### src/rtl/gpio_bank_pkg.sv
package gpio_bank_pkg;
    localparam int unsigned DW = 32;

    localparam logic [7:0] OFS_MODE   = 8'h00;
    localparam logic [7:0] OFS_DIR    = 8'h04;
    localparam logic [7:0] OFS_DOUT   = 8'h08;
    localparam logic [7:0] OFS_DIN    = 8'h0C;
    localparam logic [7:0] OFS_STAT   = 8'h10;
    localparam logic [7:0] OFS_ACK    = 8'h14;
    localparam logic [7:0] OFS_MASK   = 8'h18;
    localparam logic [7:0] OFS_UNMASK = 8'h1C;
    localparam logic [7:0] OFS_POL    = 8'h20;
    localparam logic [7:0] OFS_TRIG   = 8'h24;
    localparam logic [7:0] OFS_BOTH   = 8'h4C;

    // software-visible configuration, one bit per line
    typedef struct packed {
        logic [DW-1:0] mode;
        logic [DW-1:0] dir;
        logic [DW-1:0] dout;
        logic [DW-1:0] pol;
        logic [DW-1:0] trig;
        logic [DW-1:0] both;
        logic [DW-1:0] en;
    } cfg_t;
endpackage

### src/rtl/gpio_sync.sv
module gpio_sync #(
    parameter int unsigned W = 32
) (
    input  logic         clk,
    input  logic         rst_n,
    input  logic [W-1:0] async_i,
    output logic [W-1:0] sync_o
);
    typedef struct packed {
        logic [W-1:0] s1;
        logic [W-1:0] s2;
    } sync_t;

    sync_t st_d, st_q;

    always_comb begin
        st_d    = st_q;
        st_d.s1 = async_i;
        st_d.s2 = st_q.s1;
    end

    always_ff @(posedge clk or negedge rst_n) begin
        if (!rst_n) st_q <= '0;
        else        st_q <= st_d;
    end

    assign sync_o = st_q.s2;
endmodule

### src/rtl/gpio_irq_detect.sv
module gpio_irq_detect #(
    parameter int unsigned W = 32
) (
    input  logic         clk,
    input  logic         rst_n,
    input  logic [W-1:0] sync_i,
    input  logic [W-1:0] mode_i,
    input  logic [W-1:0] pol_i,
    input  logic [W-1:0] trig_i,
    input  logic [W-1:0] both_i,
    input  logic [W-1:0] ack_i,
    output logic [W-1:0] status_o
);
    typedef struct packed {
        logic [W-1:0] prev;
        logic [W-1:0] status;
    } det_t;

    det_t st_d, st_q;
    logic [W-1:0] ev_vec;
    logic [W-1:0] lvl_vec;

    for (genvar i = 0; i < W; i++) begin : g_line
        logic now_q, was_q;
        assign now_q      = sync_i[i] ^ pol_i[i];
        assign was_q      = st_q.prev[i] ^ pol_i[i];
        assign lvl_vec[i] = now_q;
        assign ev_vec[i]  = both_i[i] ? (sync_i[i] ^ st_q.prev[i]) : (now_q & ~was_q);
    end

    always_comb begin
        st_d        = st_q;
        st_d.prev   = sync_i;
        st_d.status = mode_i & ((trig_i & (ev_vec | (st_q.status & ~ack_i)))
                              | (~trig_i & lvl_vec));
    end

    always_ff @(posedge clk or negedge rst_n) begin
        if (!rst_n) st_q <= '0;
        else        st_q <= st_d;
    end

    assign status_o = st_q.status;


    ack_clears_chk: assert property (@(posedge clk) disable iff (!rst_n)
        1'b1 |=> (st_q.status & $past(ack_i & mode_i & trig_i & ~ev_vec)) == '0);

    edge_sticky_chk: assert property (@(posedge clk) disable iff (!rst_n)
        1'b1 |=> ($past(st_q.status & mode_i & trig_i & ~ack_i) & ~st_q.status) == '0);

    level_follow_chk: assert property (@(posedge clk) disable iff (!rst_n)
        1'b1 |=> ((st_q.status ^ $past(sync_i ^ pol_i)) & $past(mode_i & ~trig_i)) == '0);

    idle_zero_chk: assert property (@(posedge clk) disable iff (!rst_n)
        1'b1 |=> (st_q.status & ~$past(mode_i)) == '0);
endmodule

### src/rtl/gpio_irq_bank.sv
module gpio_irq_bank
    import gpio_bank_pkg::*;
#(
    parameter int unsigned NLINES = 32
) (
    input  logic              clk,
    input  logic              rst_n,
    input  logic              bus_wr,
    input  logic [7:0]        bus_addr,
    input  logic [31:0]       bus_wdata,
    output logic [31:0]       bus_rdata,
    input  logic [NLINES-1:0] pad_in,
    output logic [NLINES-1:0] pad_out,
    output logic [NLINES-1:0] pad_oe,
    output logic              irq_o
);
    localparam logic [DW-1:0] LMASK = DW'((64'h1 << NLINES) - 64'h1);

    cfg_t            cfg_d, cfg_q;
    logic [DW-1:0]   wd;
    logic [DW-1:0]   ack;
    logic            cfg_wr_hit;
    logic [NLINES-1:0] pin_s;
    logic [NLINES-1:0] stat;

    assign wd = bus_wdata & LMASK;

    always_comb begin
        cfg_d      = cfg_q;
        ack        = '0;
        cfg_wr_hit = 1'b0;
        if (bus_wr) begin
            case (bus_addr)
                OFS_MODE:   begin cfg_d.mode = wd; cfg_wr_hit = 1'b1; end
                OFS_DIR:    begin cfg_d.dir  = wd; cfg_wr_hit = 1'b1; end
                OFS_DOUT:   begin cfg_d.dout = wd; cfg_wr_hit = 1'b1; end
                OFS_POL:    begin cfg_d.pol  = wd; cfg_wr_hit = 1'b1; end
                OFS_TRIG:   begin cfg_d.trig = wd; cfg_wr_hit = 1'b1; end
                OFS_BOTH:   begin cfg_d.both = wd; cfg_wr_hit = 1'b1; end
                OFS_MASK:   begin cfg_d.en = cfg_q.en & wd; cfg_wr_hit = 1'b1; end
                OFS_UNMASK: begin cfg_d.en = cfg_q.en | wd; cfg_wr_hit = 1'b1; end
                OFS_ACK:    ack = wd;
                default:    ;
            endcase
        end
    end

    always_ff @(posedge clk or negedge rst_n) begin
        if (!rst_n) cfg_q <= '0;
        else        cfg_q <= cfg_d;
    end

    gpio_sync #(.W(NLINES)) u_sync (
        .clk     (clk),
        .rst_n   (rst_n),
        .async_i (pad_in),
        .sync_o  (pin_s)
    );

    gpio_irq_detect #(.W(NLINES)) u_det (
        .clk      (clk),
        .rst_n    (rst_n),
        .sync_i   (pin_s),
        .mode_i   (cfg_q.mode[NLINES-1:0]),
        .pol_i    (cfg_q.pol[NLINES-1:0]),
        .trig_i   (cfg_q.trig[NLINES-1:0]),
        .both_i   (cfg_q.both[NLINES-1:0]),
        .ack_i    (ack[NLINES-1:0]),
        .status_o (stat)
    );

    always_comb begin
        case (bus_addr)
            OFS_MODE: bus_rdata = cfg_q.mode;
            OFS_DIR:  bus_rdata = cfg_q.dir;
            OFS_DOUT: bus_rdata = cfg_q.dout;
            OFS_DIN:  bus_rdata = DW'(pin_s);
            OFS_STAT: bus_rdata = DW'(stat);
            OFS_MASK: bus_rdata = cfg_q.en;
            OFS_POL:  bus_rdata = cfg_q.pol;
            OFS_TRIG: bus_rdata = cfg_q.trig;
            OFS_BOTH: bus_rdata = cfg_q.both;
            default:  bus_rdata = '0;
        endcase
    end

    assign pad_out = cfg_q.dout[NLINES-1:0];
    assign pad_oe  = cfg_q.dir[NLINES-1:0] & ~cfg_q.mode[NLINES-1:0];
    assign irq_o   = |(stat & cfg_q.en[NLINES-1:0]);


    mask_clears_chk: assert property (@(posedge clk) disable iff (!rst_n)
        (bus_wr && bus_addr == OFS_MASK) |=> (cfg_q.en & ~$past(bus_wdata)) == '0);

    unmask_sets_chk: assert property (@(posedge clk) disable iff (!rst_n)
        (bus_wr && bus_addr == OFS_UNMASK) |=> (cfg_q.en & $past(wd)) == $past(wd));

    unmapped_write_chk: assert property (@(posedge clk) disable iff (!rst_n)
        (bus_wr && !cfg_wr_hit) |=> cfg_q == $past(cfg_q));
endmodule

### config.mk
export PLATFORM = sky130hd
export DESIGN_NAME = gpio_irq_bank
export DESIGN_NICKNAME = d
export VERILOG_FILES = /design/src/rtl/gpio_bank_pkg.sv /design/src/rtl/gpio_sync.sv /design/src/rtl/gpio_irq_detect.sv /design/src/rtl/gpio_irq_bank.sv
export SDC_FILE = /design/constraint.sdc
export NUM_CORES = 1
export LEC_CHECK = 0
export ABC_AREA = 0
export BUFFER_PORTS_ARGS = -buffer_cell sky130_fd_sc_hd__buf_2
export CORE_UTILIZATION = 40
export DETAILED_ROUTE_END_ITERATION = 10
export GPL_TIMING_DRIVEN = 0
export PLACE_DENSITY_LB_ADDON = 0.3
export SLEW_MARGIN = 5
export SYNTH_ARGS = -nofsm -noshare
export SYNTH_HDL_FRONTEND = slang
export SYNTH_SLANG_ARGS = --single-unit
### constraint.sdc
create_clock -name clk -period 1.9 [get_ports clk]
set_clock_uncertainty 0.2 [all_clocks]
set_input_delay 0.095 -clock clk [delete_from_list [all_inputs] [get_ports clk]]
set_output_delay 0.095 -clock clk [all_outputs]
set_load 0.01 [all_outputs]
## Yosys cells after proc, flatten, opt, wreduce, memory -nomap -nowiden

Index checks and enable logic that the tools add are counted.

| storage, ports and cells | value |
|---|---|
| bits in registers | 352 |
| bits of input ports | 75 |
| output and inout port bits | 97 |
| word-level logic and storage cells | 240 |

| operators by class | value |
|---|---|
| equality and inequality tests | 10 |
| mux-type cells | 36 |
| bitwise gates (word level) | 173 |
| reductions and logical operators | 10 |

Operators by type and width:

| operator | number |
|---|---|
| case mux 32 bit (9 select lines) | 1 |
| bitwise AND 32 bit | 7 |
| NOT 32 bit | 3 |
| OR 32 bit | 3 |
| XOR 1 bit | 96 |
| 2-to-1 mux 32 bit | 2 |
| case mux 32 bit (2 select lines) | 1 |
| bitwise AND 1 bit | 32 |
| equality test 8 x 5 -> 1 bit (second input constant) | 4 |
| 2-to-1 mux 1 bit | 32 |
| NOT 1 bit | 32 |
| OR reduction 32 bit | 1 |
| equality test 8 x 4 -> 1 bit (second input constant) | 2 |
| equality test 8 x 6 -> 1 bit (second input constant) | 2 |
| AND reduction 2 bit | 7 |
| equality test 8 x 3 -> 1 bit (second input constant) | 1 |
| equality test 8 x 7 -> 1 bit (second input constant) | 1 |
| logical NOT 8 bit | 1 |
| nonzero test 2 bit | 1 |

## Logic depth before layout (Yosys ltp)

Gate-level depths: netlist of the first run.

| logic depth | value |
|---|---|
| depth in word-level cells | 9 |
| depth in mapped cells | 7 |
| mapped depth without buffers | 4 |

## By module

Synthesis of the first run repeated with hierarchy kept, for this count alone.

| unflattened totals | value |
|---|---|
| cells, all modules | 1500 |
| area, all modules | 17269.1 µm² |

By module, submodules not included:

| module | times used | cells an instance | area each (µm²) | seq. area each (µm²) |
|---|---|---|---|---|
| gpio_irq_bank | 1 | 955 | 11643.7 | 5605.4 |
| gpio_irq_detect | 1 | 481 | 4023.9 | 1601.5 |
| gpio_sync | 1 | 64 | 1601.5 | 1601.5 |

## Worst setup path before layout of the first run

Ideal clock, no wire load.

| timing | value |
|---|---|
| path kind | input to output |
| start | input port bus_addr[2] |
| end | output port bus_rdata[25] |
| arrival | 1.519 ns |
| required time | 1.605 ns |
| setup slack | 0.086 ns |
| stages on the path | 6 |
| buffers on the path | 2 |
| path through | buf_2 buf_1 mux2_2 a22o_1 a22oi_1 nand3_1 |

| on the way | value |
|---|---|
| cells in the longest elaborated chain, start to end | 2 |
| elaborated cells between the ends (all ways) | 10 |
| those cells by class | eq/ne (8); mux (1); reduce/logical (1) |

RTL lines:

| element | line | RTL |
|---|---|---|
| start: declaration | gpio_irq_bank.sv:9 | `input logic [7:0] bus_addr,` |
| equality test 8 x 7 -> 1 bit, or another cell as far along | - |  |
| case mux 32 bit (9 select lines) * | gpio_irq_bank.sv:73 | `case (bus_addr)` |
| end: declaration | gpio_irq_bank.sv:11 | `output logic [31:0] bus_rdata,` |

Mark *: on every way between the ends. The rest lies on a longest branch, timed or not.

## Worst setup path after layout of the first run

| timing | value |
|---|---|
| start | register cfg_q[5] in the netlist's numbering |
| end | output port irq_o |

| on the way | value |
|---|---|
| cells in the longest elaborated chain, start to end | 2 |

RTL lines:

| element | line | RTL |
|---|---|---|
| start: declaration | gpio_irq_bank.sv:19 | `cfg_t cfg_d, cfg_q;` |
| start signal: assignment | gpio_irq_bank.sv:50 | `else cfg_q <= cfg_d;` |
| bitwise AND 32 bit | gpio_irq_bank.sv:89 | `assign irq_o = \|(stat & cfg_q.en[NLINES-1:0]);` |
| OR reduction 32 bit | gpio_irq_bank.sv:89 |  |
| end: declaration | gpio_irq_bank.sv:15 | `output logic irq_o` |

No other way between the ends.

==> flow_summary_export.csv, run 1 <==
group,metric,value,unit
finish,design_area,21860,um^2
synth,yosysMostFrequentCell,"dfrtp_1",
clocking,cts.hold.buffers_added,100,
critical_path,crit_arrival,2.15,ns
synth,ys_ff_latch,352,
die,chipHeight,205.5,um
drt,vias_per_cell,5.900,
sta,finalCritPeriodShare,128.9,%
placed_design,place_hpwl,38120,um
drt,dr.pass1.iters,5,
clocking,cts_tree,"yes",
synth,ys.warnings.count,0,
sta,slew-limit-headroom,39.42,%
clocking,clk_pin_slew,0.06,ns
placed_design,io_buffers,167,
clocking,clk_latency,0.57,ns
sta,slew_violations,0,
die,core-area,40830,um^2
drt,first_iter_violations,1340,
clocking,cts_root_buf,"clkbuf_16",
drt,antenna_left,0,
drt,vias,14010,
critical_path,worst_path_max_delay_cell,"or4_4",
synth,synth-edff-count,0,
global_routing,grt_pass1_vias,13660,
synth,synth_commonest_cells,"dfrtp_1, mux2_2, nor2_1",
flow_run,max_cap_viol_count,0,
finish,drive_gt1_share,38.34,%
critical_path,criticalPathCategory,"reg -> out",
synth,synth_area,16560,um^2
finish,nNetsFinal,1888,
global_routing,overflow,0,
placed_design,gp_congestion,0.9253,
die,chipWidth,205.5,um
sta,tns,-6.141,ns
drt,wl_per_cell,24.88,um
finish,stdcell_count,2375,
sta,post-route-min-period,2.450,ns
finish,fin_util,53.53,%
die,row_count,74,
critical_path,critPathMaxFanout,2,
placed_design,placed_area,18180,um^2
critical_path,cp_num_buf_inv,1,
placed_design,place_inst,2106,
synth,synth.avg_cell_area,11.81,um^2
sta,report.final.hold_viol_count,58,
sta,whs,-0.1466,ns
global_routing,groute.usage.overall,28.07,%
global_routing,antenna_found_initial,3,
sta,worst_slack,-0.5499,ns
synth,yosysUniqueCellTypes,46,
die,floorplan.initialDensity,40.57,%
critical_path,r2r_setup_slack,0.35,ns
finish,final.fill_count,3528,
critical_path,critPathCaptureType,"primary output",
synth,synth.area.top_cells,"dfrtp_1, mux2_2, a22oi_1",
synth,syn_inst,1403,
power,power,17.63,mW
sta,setup_viol,33,
die,dieArea,42230,um^2
sta,fmax,0.4082,GHz
drt,wl,59090,um
clocking,htree_num_levels,2,
finish,syn_to_final_growth,31.97,%
global_routing,grt_pass1_wl,86570,um
placed_design,dp_slack,-1.065,ns
synth,synth_top_cell_by_area,"dfrtp_1",
critical_path,crit_required,1.60,ns
worst_hold_path,min_path_type,"in -> async",
synth,synth_ff_type,"dfrtp_1",
die,top_level_ports,172,
clocking,clk_path_buf_depth,3,
critical_path,crit_family,"simple AND/OR/NAND/NOR gates",
power,powerDensity,806.7,nW/um^2
clocking,clock_sinks,352,
run_status,status,"finished with violations",
power,p_leak,10.26,nW
synth,ys_seq_area_share,53.18,%
critical_path,max_stage_delay,0.56,ns
global_routing,grt_max_degree,79,
critical_path,cp-start-kind,"flip-flop",
synth,async_flop_share,100.0,%
synth,netlist.area_leader.share,53.18,%
drt,drc_errors,0,
run_status,violations,"hold timing, setup timing",
critical_path,cp_cell_sequence,"a22oi_2, nand4_1, or4_4, buf_6",
sta,rsz0062_at_grt,"true",
clocking,cts_buffers,39,
power,ir_worst_vdd,0.5360,mV
synth,synth_nets,1478,
sta,worstMarginPinSlew,0.9087,ns
final timing paths:
check | startpoint | end | cells past startpoint
setup / recovery | cfg_q[5]$_DFFE_PN0P_ | irq_o | 4
hold / removal | rst_n | u_sync.st_d[30]$_DFF_PN0_ | 2
setup reg to reg | u_sync.sync_o[31]$_DFF_PN0_ | u_det.status_o[31]$_DFF_PN0_ | 5
hold reg to reg | u_sync.st_d[6]$_DFF_PN0_ | u_sync.sync_o[6]$_DFF_PN0_ | 0
max in group asynchronous | rst_n | u_sync.sync_o[8]$_DFF_PN0_ | 4
min in group clk | bus_wr | u_det.status_o[1]$_DFF_PN0_ | 5
what timing repair did:
item	CTS	global route
pin swaps	50	27
resized for setup	151	52
endpoints found under the hold margin	573	58
cloned	1	0
setup buffers	73	26
setup endpoints to repair	47	34
report_power, final:
part / internal, mW / switching, mW
combinational: 0.867 / 0.886
clock: 4.64 / 3.10
sequential: 7.82 / 0.321
total: 13.3 / 4.31
worst reg2reg max path: cells and delay by family, from the launching register on:
kind | cells | cell delay [ns]
compound gates | 3 | 0.56
buf+inv | 1 | 0.16
xor+xnor | 1 | 0.12
flops | 1 | 0.43
layer usage:
metal	GRT usage (%)	share of wire (%)	vias up	routed length (um)
met5	0	0.027	-	16
met4	13.97	5.0	2	2970
met3	6.715	9.0	172	5335
met2	42.65	45	711	26760
met1	37.41	41	7094	24000
li1	-	-	6033	-
layout make-up:
type                       instances  area (um^2)  area share, %
sequential                       352         8848          40.48
multi-input combinational        945         7492          34.28
timing repair buffer             371         2771          12.68
clock buffer                      58         1170          5.352
buffer                           104        780.7          3.572
tap                              532        665.6          3.045
clock inverter                     9        120.1         0.5495
antenna                            4        10.01        0.04579
state kept, by name (all words and copies together) (netlist names):
| signal | cells |
|---|---|
| cfg_q | 192 |
| pad_out | 32 |
| u_det.st_q | 32 |
| u_det.status_o | 32 |
| u_sync.st_d | 32 |
| u_sync.sync_o | 32 |
cells in the final DEF, fill, tap and decap left out, drive strengths merged, types with 32 or more instances in the layout:
cell / Yosys / layout
nand4: 36 / 36
nor3: 34 / 34
mux2: 199 / 199
nand2b: 32 / 32
xor2: 32 / 32
nor2b: 67 / 67
buf: 80 / 355
clkbuf: 26 / 78
a22oi: 96 / 96
dfrtp: 352 / 352
mux2i: 47 / 47
a21oi: 69 / 69
dlygate4sd3: 0 / 100
o21ai: 37 / 37
nor2: 107 / 107
kinds of logic after synthesis:
kind of cell,count (synthesis),synth area share (%)
AO/OA/AOI/OAI,335,14.38
XOR/XNOR,33,1.745
buffers and inverters,106,3.460
flip-flops,352,53.18
multiplexers,246,16.37
AND/OR/NAND/NOR,331,10.86
Note: power is estimated with default switching activity, not from simulation.
==> inputs of run 2 (changes only) <==
- CORE_MARGIN: unset -> 3
==> run 2 against run 1 <==
  * The run ends with setup timing left
  * Setup slack got worse by 0.086 ns
  * Wire length up 1.3%
  * Power is essentially flat
  * Critical path depth is the same
  * Non-clock buffer count up 3
  * Global-route usage decreased by 1.7 points
  * Fmax decreased by 3.4%
  * Sequential power is essentially flat
  * Via count is 1.0% higher
  * Count of clock-buffer cells in the layout increased by 1
  * Largest power group unchanged
  * Highest routed layer unchanged
==> flow_summary_export.csv, run 2 (synthesized netlist as in run 1, its figures left out) <==
group,metric,value,unit
placed_design,gp_congestion,0.9283,
global_routing,overflow,0,
worst_hold_path,whs_path_depth,2,
flow_run,max_cap_viol_count,0,
global_routing,grt_pass1_vias,14050,
run_status,status,"finished with violations",
drt,first_iter_violations,1489,
critical_path,r2r_setup_slack,0.35,ns
drt,wl_per_cell,25.26,um
sta,rsz0062_at_grt,"true",
critical_path,reg2regPathDepth,3,
run_status,violations,"setup timing",
die,row_count,73,
clocking,clk_pin_slew,0.06,ns
critical_path,cp-start-kind,"flip-flop",
power,swShare,24.70,%
clocking,clk_latency,0.55,ns
placed_design,io_buffers,167,
finish,final.fill_count,3372,
finish,mostFrequentLayoutCell,"dfrtp_1",
critical_path,crit_arrival,2.24,ns
finish,largest_reg_flops,192,
critical_path,criticalPathCategory,"reg -> out",
placed_design,placed_area,18180,um^2
drt,antenna_left,0,
global_routing,groute.usage.overall,26.36,%
critical_path,cp_num_buf_inv,1,
global_routing,grt_pass1_wl,88010,um
clocking,cts_buffers,40,
critical_path,crit_family,"simple AND/OR/NAND/NOR gates",
clocking,cts_root_buf,"clkbuf_16",
finish,regMostFlops,"cfg_q",
global_routing,grt_max_degree,84,
die,core-area,40280,um^2
power,power,17.63,mW
critical_path,timing.critical_path.depth,4,
critical_path,worst_path_max_delay_cell,"or4_4",
clocking,htree_num_levels,2,
sta,worstMarginPinSlew,0.9646,ns
sta,setup_viol,35,
placed_design,place_hpwl,38320,um
worst_hold_path,min_path_type,"in -> reg",
finish,design_area,21990,um^2
critical_path,critPathCaptureType,"primary output",
power,comb_power_share,10.1,%
drt,drc_errors,0,
clocking,cts_tree,"yes",
drt,vias,14160,
sta,whs,0.006195,ns
finish,drive_gt1_share,38.61,%
drt,vias_per_cell,5.974,
sta,post-route-min-period,2.536,ns
sta,report.final.hold_viol_count,0,
placed_design,place_inst,2099,
critical_path,max_stage_delay,0.61,ns
sta,worst_slack,-0.6363,ns
placed_design,dp_slack,-1.121,ns
critical_path,critPathMaxFanout,2,
global_routing,antenna_found_initial,3,
power,seq_power_share,46.2,%
die,floorplan.initialDensity,41.12,%
drt,dr.pass1.iters,7,
sta,fmax,0.3943,GHz
sta,tns,-6.027,ns
power,p_leak,10.34,nW
finish,stdcell_count,2370,
critical_path,crit_required,1.60,ns
die,chipHeight,209.5,um
die,chipWidth,209.5,um
clocking,clock_sinks,352,
power,p_sw,4.356,mW
finish,nNetsFinal,1892,
finish,fin_util,54.60,%
power,pwr-share-clk,43.7,%
clocking,clk_path_buf_depth,3,
power,powerDensity,801.8,nW/um^2
finish,layout_common_cells,"dfrtp_1, mux2_2, buf_2",
die,dieArea,43890,um^2
drt,wl,59870,um
sta,slew-limit-headroom,35.69,%
critical_path,cp_cell_sequence,"a22oi_2, nand4_1, or4_4, buf_6",
finish,syn_to_final_growth,32.78,%
power,p_int,13.28,mW
sta,slew_violations,0,
die,top_level_ports,172,
power,ir_worst_vdd,0.7356,mV
sta,finalCritPeriodShare,133.5,%
[run 2: area by class of cell]
type	count	area [um^2]	share of cell area, %
sequential	352	8843	40.21
clock inverter	10	140.1	0.6372
clock buffer	59	1144	5.200
timing repair buffer	373	2830	12.87
antenna	1	2.502	0.01138
multi-input combinational	945	7527	34.23
tap	525	656.9	2.987
buffer	105	848.3	3.857
[run 2: timing repair]
action,in CTS,in global routing
hold endpoints to repair,640,0
pin swaps,39,29
gates cloned,2,0
gates resized for setup,153,70
buffers inserted,61,43
setup endpoints to repair,55,38
hold buffers,96,0
[run 2: worst paths after layout]
path | startpoint | to
setup / recovery | cfg_q[26]$_DFFE_PN0P_ | irq_o
hold / removal | pad_in[3] | u_sync.st_d[3]$_DFF_PN0_
min in group asynchronous | rst_n | u_sync.st_d[28]$_DFF_PN0_
hold reg to reg | u_sync.st_d[26]$_DFF_PN0_ | u_sync.sync_o[26]$_DFF_PN0_
setup reg to reg | cfg_q[31]$_DFFE_PN0P_ | cfg_q[31]$_DFFE_PN0P_
max in group asynchronous | rst_n | u_sync.sync_o[7]$_DFF_PN0_
[run 2: power groups by stage]
stage / clock network [mW] / registers [mW] / logic, mW
2_1_floorplan: 0 / 8.16 / 0.737
3_3_place_gp: 0 / 8.27 / 1.28
3_5_place_dp: 0 / 8.29 / 1.34
4_1_cts: 7.82 / 8.13 / 1.67
5_1_grt: 8.11 / 8.17 / 1.91
6_report: 7.71 / 8.14 / 1.78
[run 2: layer usage]
layer,vias to the layer above,track usage [%],wire (um)
met5,-,0.8899,62
met4,6,14.00,3539
met3,232,6.891,6033
met2,810,40.33,26540
met1,7045,34.37,23690
li1,6065,-,-
==> inputs of run 3 (changes only) <==
- TNS_END_PERCENT: unset -> 5
==> run 3 against run 2 <==
  * The flow still finishes with violations (setup timing)
  * Wire length down 2.9%
  * Fmax up 2.3%
  * First-iteration DRC count down 4.1%
  * Combinational power down 12%
  * Largest cell class unchanged
==> flow_summary_export.csv, run 3 (synthesized netlist as in run 1, its figures left out) <==
group,metric,value,unit
worst_hold_path,whs_path_depth,2,
sta,slew-limit-headroom,36.02,%
sta,tns,-6.681,ns
sta,worst_slack,-0.5803,ns
die,core-area,40280,um^2
critical_path,max_stage_delay,0.54,ns
power,powerDensity,829.0,nW/um^2
critical_path,cp-start-kind,"flip-flop",
clocking,clock_sinks,352,
critical_path,cp_num_buf_inv,1,
global_routing,groute.usage.overall,25.81,%
drt,wl,58100,um
worst_hold_path,min_path_type,"in -> reg",
finish,design_area,21050,um^2
critical_path,critPathCaptureType,"primary output",
clocking,cts_tree,"yes",
finish,drive_gt1_share,34.40,%
clocking,htree_num_levels,2,
die,dieArea,43890,um^2
drt,drc_errors,0,
clocking,clk_latency,0.55,ns
drt,vias,13740,
placed_design,placed_area,18180,um^2
finish,fin_util,52.26,%
drt,dr.pass1.iters,6,
sta,worstMarginPinSlew,0.9597,ns
power,p_leak,9.824,nW
finish,regMostFlops,"cfg_q",
drt,antenna_left,0,
run_status,status,"finished with violations",
clocking,cts_root_buf,"clkbuf_16",
sta,whs,0.007360,ns
critical_path,reg2regPathDepth,4,
sta,report.final.hold_viol_count,0,
flow_run,max_cap_viol_count,0,
die,row_count,73,
die,chipWidth,209.5,um
power,power,17.45,mW
die,floorplan.initialDensity,41.12,%
critical_path,crit_required,1.60,ns
clocking,cts_buffers,40,
power,ir_worst_vdd,0.7309,mV
global_routing,grt_pass1_wl,86180,um
finish,mostFrequentLayoutCell,"dfrtp_1",
critical_path,worst_path_max_delay_cell,"or4_4",
finish,nNetsFinal,1804,
sta,fmax,0.4032,GHz
clocking,clk_pin_slew,0.06,ns
sta,rsz0062_at_grt,"true",
critical_path,cp_cell_sequence,"a22oi_2, nand4_1, or4_4, buf_6",
finish,syn_to_final_growth,27.10,%
finish,layout_common_cells,"dfrtp_1, buf_2, mux2_2",
sta,post-route-min-period,2.480,ns
finish,largest_reg_flops,192,
die,top_level_ports,172,
global_routing,grt_max_degree,84,
critical_path,crit_family,"simple AND/OR/NAND/NOR gates",
critical_path,critPathMaxFanout,2,
placed_design,gp_congestion,0.9283,
drt,first_iter_violations,1428,
global_routing,grt_pass1_vias,13540,
drt,vias_per_cell,6.014,
die,chipHeight,209.5,um
critical_path,timing.critical_path.depth,4,
run_status,violations,"setup timing",
sta,finalCritPeriodShare,130.5,%
global_routing,antenna_found_initial,3,
clocking,clk_path_buf_depth,3,
critical_path,criticalPathCategory,"reg -> out",
drt,wl_per_cell,25.43,um
sta,slew_violations,0,
placed_design,io_buffers,167,
critical_path,crit_arrival,2.19,ns
sta,setup_viol,33,
placed_design,place_hpwl,38320,um
global_routing,overflow,0,
-- run 3: changes by cell type in the layout (fill, tap and decap cells not counted), sizes merged --
cell and change:
buf -83, bufbuf -1, clkbuf -2, diode +3
dlygate4sd3 -2
-- run 3: path summary, 6_finish.rpt --
path	from	to	slack (ns)
worst max-delay path	cfg_q[26]$_DFFE_PN0P_	irq_o	-0.58
worst min-delay path	pad_in[2]	u_sync.st_d[2]$_DFF_PN0_	0.007
worst max register to register	u_sync.sync_o[31]$_DFF_PN0_	u_det.status_o[31]$_DFF_PN0_	0.49
worst min register to register	u_sync.st_d[26]$_DFF_PN0_	u_sync.sync_o[26]$_DFF_PN0_	0.14
max in group asynchronous	rst_n	u_sync.sync_o[7]$_DFF_PN0_	0.24
min in group asynchronous	rst_n	u_sync.st_d[28]$_DFF_PN0_	0.38
-- run 3: per-stage QoR --
step,setup slack (ns),cells
CTS,-0.6847,2270
global placement,-6.351,2095
floorplan,0.08633,1403
global route,-0.5642,2282
finish,-0.5803,2285
detailed placement,-1.121,2099
-- run 3: area by class of cell --
| class | count | area (um^2) |
|---|---|---|
| Timing Repair Buffer | 286 | 2087 |
| Sequential cell | 352 | 8843 |
| Clock buffer | 59 | 1144 |
| Multi-Input combinational cell | 945 | 7398 |
| Tap cell | 525 | 656.9 |
| Antenna cell | 4 | 10.01 |
| Fill cell | 3478 | 19230 |
| Buffer | 104 | 772.0 |
| Clock inverter | 10 | 140.1 |
-- run 3: per-layer routing --
| layer | vias up | global-route usage [%] | wire (um) |
|---|---|---|---|
| li1 | 5885 | - | - |
| met1 | 6931 | 34.27 | 22840 |
| met2 | 732 | 39.84 | 26150 |
| met3 | 191 | 6.338 | 6049 |
| met4 | 2 | 12.03 | 2974 |
| met5 | - | 1.446 | 80 |
-- run 3: timing repair --
item                                   4_1_cts  5_1_grt
pin swaps                                   24       18
buffers inserted                             9       12
gates resized for setup                     96       81
hold buffers                                94        0
endpoints found under the hold margin      640        0
setup endpoints to repair                   55       72
-- run 3: power by group --
| group | switching, mW | internal, mW |
|---|---|---|
| combinational | 0.811 | 0.760 |
| sequential | 0.354 | 7.82 |
| clock | 3.13 | 4.58 |
| total | 4.30 | 13.2 |
